==> config.mk <==
export PLATFORM = sky130hd
export DESIGN_NAME = sdram_lane_mask
export DESIGN_NICKNAME = d
export VERILOG_FILES = /design/src/rtl/sdram_lane_mask.sv
export SDC_FILE = /design/constraint.sdc
export NUM_CORES = 1
export LEC_CHECK = 0
export BUFFER_PORTS_ARGS = -buffer_cell sky130_fd_sc_hd__buf_2
export CORE_AREA = 3 3 43 45
export DETAILED_ROUTE_END_ITERATION = 8
export DIE_AREA = 0 0 46 48
export GPL_TIMING_DRIVEN = 0
export PLACE_DENSITY = 0.59
export SYNTH_ARGS = -nofsm -noshare
export SYNTH_HDL_FRONTEND = slang
export SYNTH_SLANG_ARGS = --single-unit
==> constraint.sdc <==
create_clock -name clk -period 1.4 [get_ports clk]
set_input_delay 0.07 -clock clk [delete_from_list [all_inputs] [get_ports clk]]
set_output_delay 0.07 -clock clk [all_outputs]
set_load 0.01 [all_outputs]
==> src/rtl/sdram_lane_mask.sv <==
module sdram_lane_mask #(
  parameter int LANES  = 4,
  parameter int RD_LAT = 2
) (
  input  logic             clk,
  input  logic             rst_n,
  input  logic             rd_active,
  input  logic             wr_active,
  input  logic [LANES-1:0] mask,
  input  logic             suspend,
  output logic [LANES-1:0] rd_oe,
  output logic [LANES-1:0] wr_be
);

  localparam int TOP = RD_LAT - 1;

  logic [TOP:0] beat_sr;
  logic         wr_open;

  assign wr_open = wr_active & ~suspend;

  generate
    if (RD_LAT == 1) begin : g_beat1
      always_ff @(posedge clk or negedge rst_n) begin
        if (!rst_n)        beat_sr <= '0;
        else if (!suspend) beat_sr <= rd_active;
      end
    end else begin : g_beatn
      always_ff @(posedge clk or negedge rst_n) begin
        if (!rst_n)        beat_sr <= '0;
        else if (!suspend) beat_sr <= {beat_sr[TOP-1:0], rd_active};
      end
    end
  endgenerate

  genvar g;
  generate
    for (g = 0; g < LANES; g++) begin : g_lane
      logic [TOP:0] hide_sr;

      if (RD_LAT == 1) begin : g_sr1
        always_ff @(posedge clk or negedge rst_n) begin
          if (!rst_n)        hide_sr <= '0;
          else if (!suspend) hide_sr <= mask[g];
        end
      end else begin : g_srn
        always_ff @(posedge clk or negedge rst_n) begin
          if (!rst_n)        hide_sr <= '0;
          else if (!suspend) hide_sr <= {hide_sr[TOP-1:0], mask[g]};
        end
      end

      assign rd_oe[g] = beat_sr[TOP] & ~hide_sr[TOP];
      assign wr_be[g] = wr_open & ~mask[g];
    end
  endgenerate

endmodule

==> metrics.txt <==
CTS tree built; first-pass GRT wire length 1260 um; multi-input logic area 190 um^2; synth top area cells dfrtp_1 55%, mux2_4 20%, mux2_2 10%; Mapped Nets 38; status finished clean; Max Freq 0.996 GHz; Die Span X 46 um; Final period util 71.7%; Finished Layout Cells 65; via count 281; antenna violations before repair 0; worst-path fanout max 5; register area share after synthesis 55.4%; Mapped Area 452 um^2; wire length per cell 11.7 um; commonest non-fill, non-tap cells in the layout 16 x buf_2, 10 x dfrtp_1, 6 x mux2_4; vias in the first global route 270; All-Layer GR Usage 8.85%; sequential cell area 250 um^2; power density cells 1140 nW/um^2; crit end category output port; Leak 0.292 nW; worst-path cell chain nor2b_1, buf_2; CTS resizes 0; # IOs 17; slowest CP cell dfrtp_1; Via density 4.32; Routed WL 759 um; starting density of the core 30.0%; Die H 48 um; clk buf depth 2; most common cell after layout, fill and taps aside buf_2; Data required, critical path 1330 ps; ANT cells 0; First-pass DRT Iterations 1; Core Area 1510 um^2; Netlist cell types 6; gp weighted congestion 0.584; clock latency on the worst-skew pair 260 ps; hold crit path type input port to register; Area growth, synth to finish 29.4%; Fin Setup TNS 0 ps; worst clock skew 0.360 ps; area leader, netlist dfrtp_1; Rows 14; drt drc 0; fraction of layout cells with a size suffix above 1 61.2%; die area 2210 um^2; Setup violations, final 0; Placed Cells incl. Taps 61; Final min period 1000 ps; largest net degree at the start of global routing 11; Syn Area/Cell 15.6 um^2; grt ovf 0; #FFs+latches synth 10; Peak VDD IR 314 uV; YS warnings 0; Antenna Nets Post-Route 0; port bufs 16; worst stage delay on the critical path 410 ps; RSZ-0062 raised after global routing no; number of DRC markers in iteration 0 0; Max Cap Viol 0; Inserted Clock Buffers 3; crit start category register; Mapped Cells 29; Synth top area share 55.4%; CTS Sinks 10; Hold Vio Cnt, Final 0; Slew Limit Fails 0; critical path arrival 930 ps; Fillers 152; critical path class register to output port; max_slew headroom 85.0%; Final nets 60; CTS clk-pin slew, worst paths 60 ps; Worst-Margin Slew 225 ps; CTS H-tree depth 1; CTS Root Cell clkbuf_4
metal layers:
layer / track usage, % / routed length (um) / share of wire, %
met2: 9.62 / 315 / 42
met4: 10.2 / 0 / 0
met5: 0 / 0 / 0
met3: 2.63 / 69 / 9.1
met1: 12.2 / 374 / 49
path summary, 6_finish.rpt:
check | cells past startpoint | end | slack, ps | startpoint
max | 2 | rd_oe[0] | 400 | beat_sr[1]
min | 2 | beat_sr[0] | 40 | rd_active
max reg2reg | 1 | beat_sr[1] | 620 | beat_sr[1]
min reg2reg | 1 | g_lane[3].hide_sr[1] | 510 | g_lane[3].hide_sr[1]
max in group asynchronous | 2 | g_lane[2].hide_sr[0] | 1020 | rst_n
min in group asynchronous | 2 | g_lane[1].hide_sr[1] | 190 | rst_n
cells by family (layout without fill, tap and decap cells):
kind of cell | after synthesis | in the layout | synth area share, %
buffers and inverters | 1 | 21 | 2.49
DFF | 10 | 10 | 55.4
muxes | 10 | 10 | 29.9
and+or+nand+nor | 8 | 8 | 12.2
timing repair:
action / 4_1_cts / 5_1_grt
hold buffers: 1 / 0
setup endpoints to repair: 0 / 0
hold endpoints to repair: 10 / 0
setup buffers: 0 / 0
cell type report:
| type | instances | area share (%) |
|---|---|---|
| Buffer | 1 | 1.93 |
| Clock buffer | 3 | 3.85 |
| Multi-Input combinational cell | 18 | 32.5 |
| Sequential cell | 10 | 42.8 |
| Tap cell | 16 | 3.43 |
| Timing Repair Buffer | 17 | 15.4 |
report_power, final:
group	switching, W	internal (W)	total [W]
clock	0.0000914	0.0000990	0.000190
combinational	0.0000480	0.0000796	0.000128
sequential	0.0000209	0.000325	0.000346
total	0.000160	0.000504	0.000664
critical path: cells and delay by family (launching register included):
kind	cells	cell delay, ps
flip-flops	1	410
AND/OR/NAND/NOR	1	140
buffers and inverters	1	130
Yosys cell counts:
cell      n
mux2_2    4
nor2b_1   4
dfrtp_1  10
mux2_4    6
nor3b_1   4
buf_6     1
stage by stage:
step | worst slack (ps) | hold slack, ps | instance area, um^2 | power (W) | utilization (%)
6_report | 396 | 38.1 | 584 | 0.000664 | 38.8
5_1_grt | 323 | 36.6 | 584 | 0.000716 | 38.8
4_1_cts | 369 | 28.1 | 584 | 0.000680 | 38.8
3_5_place_dp | 562 | -56.4 | 552 | 0.000481 | 36.6
3_3_place_gp | 574 | -62.0 | 552 | 0.000477 | 36.6
2_1_floorplan | 656 | -226 | 452 | 0.000428 | -
registers in the layout, indices dropped and copies added (netlist names):
| name | cells |
|---|---|
| beat_sr | 2 |
| g_lane.hide_sr | 8 |
Power figures use the tool's default switching activity.
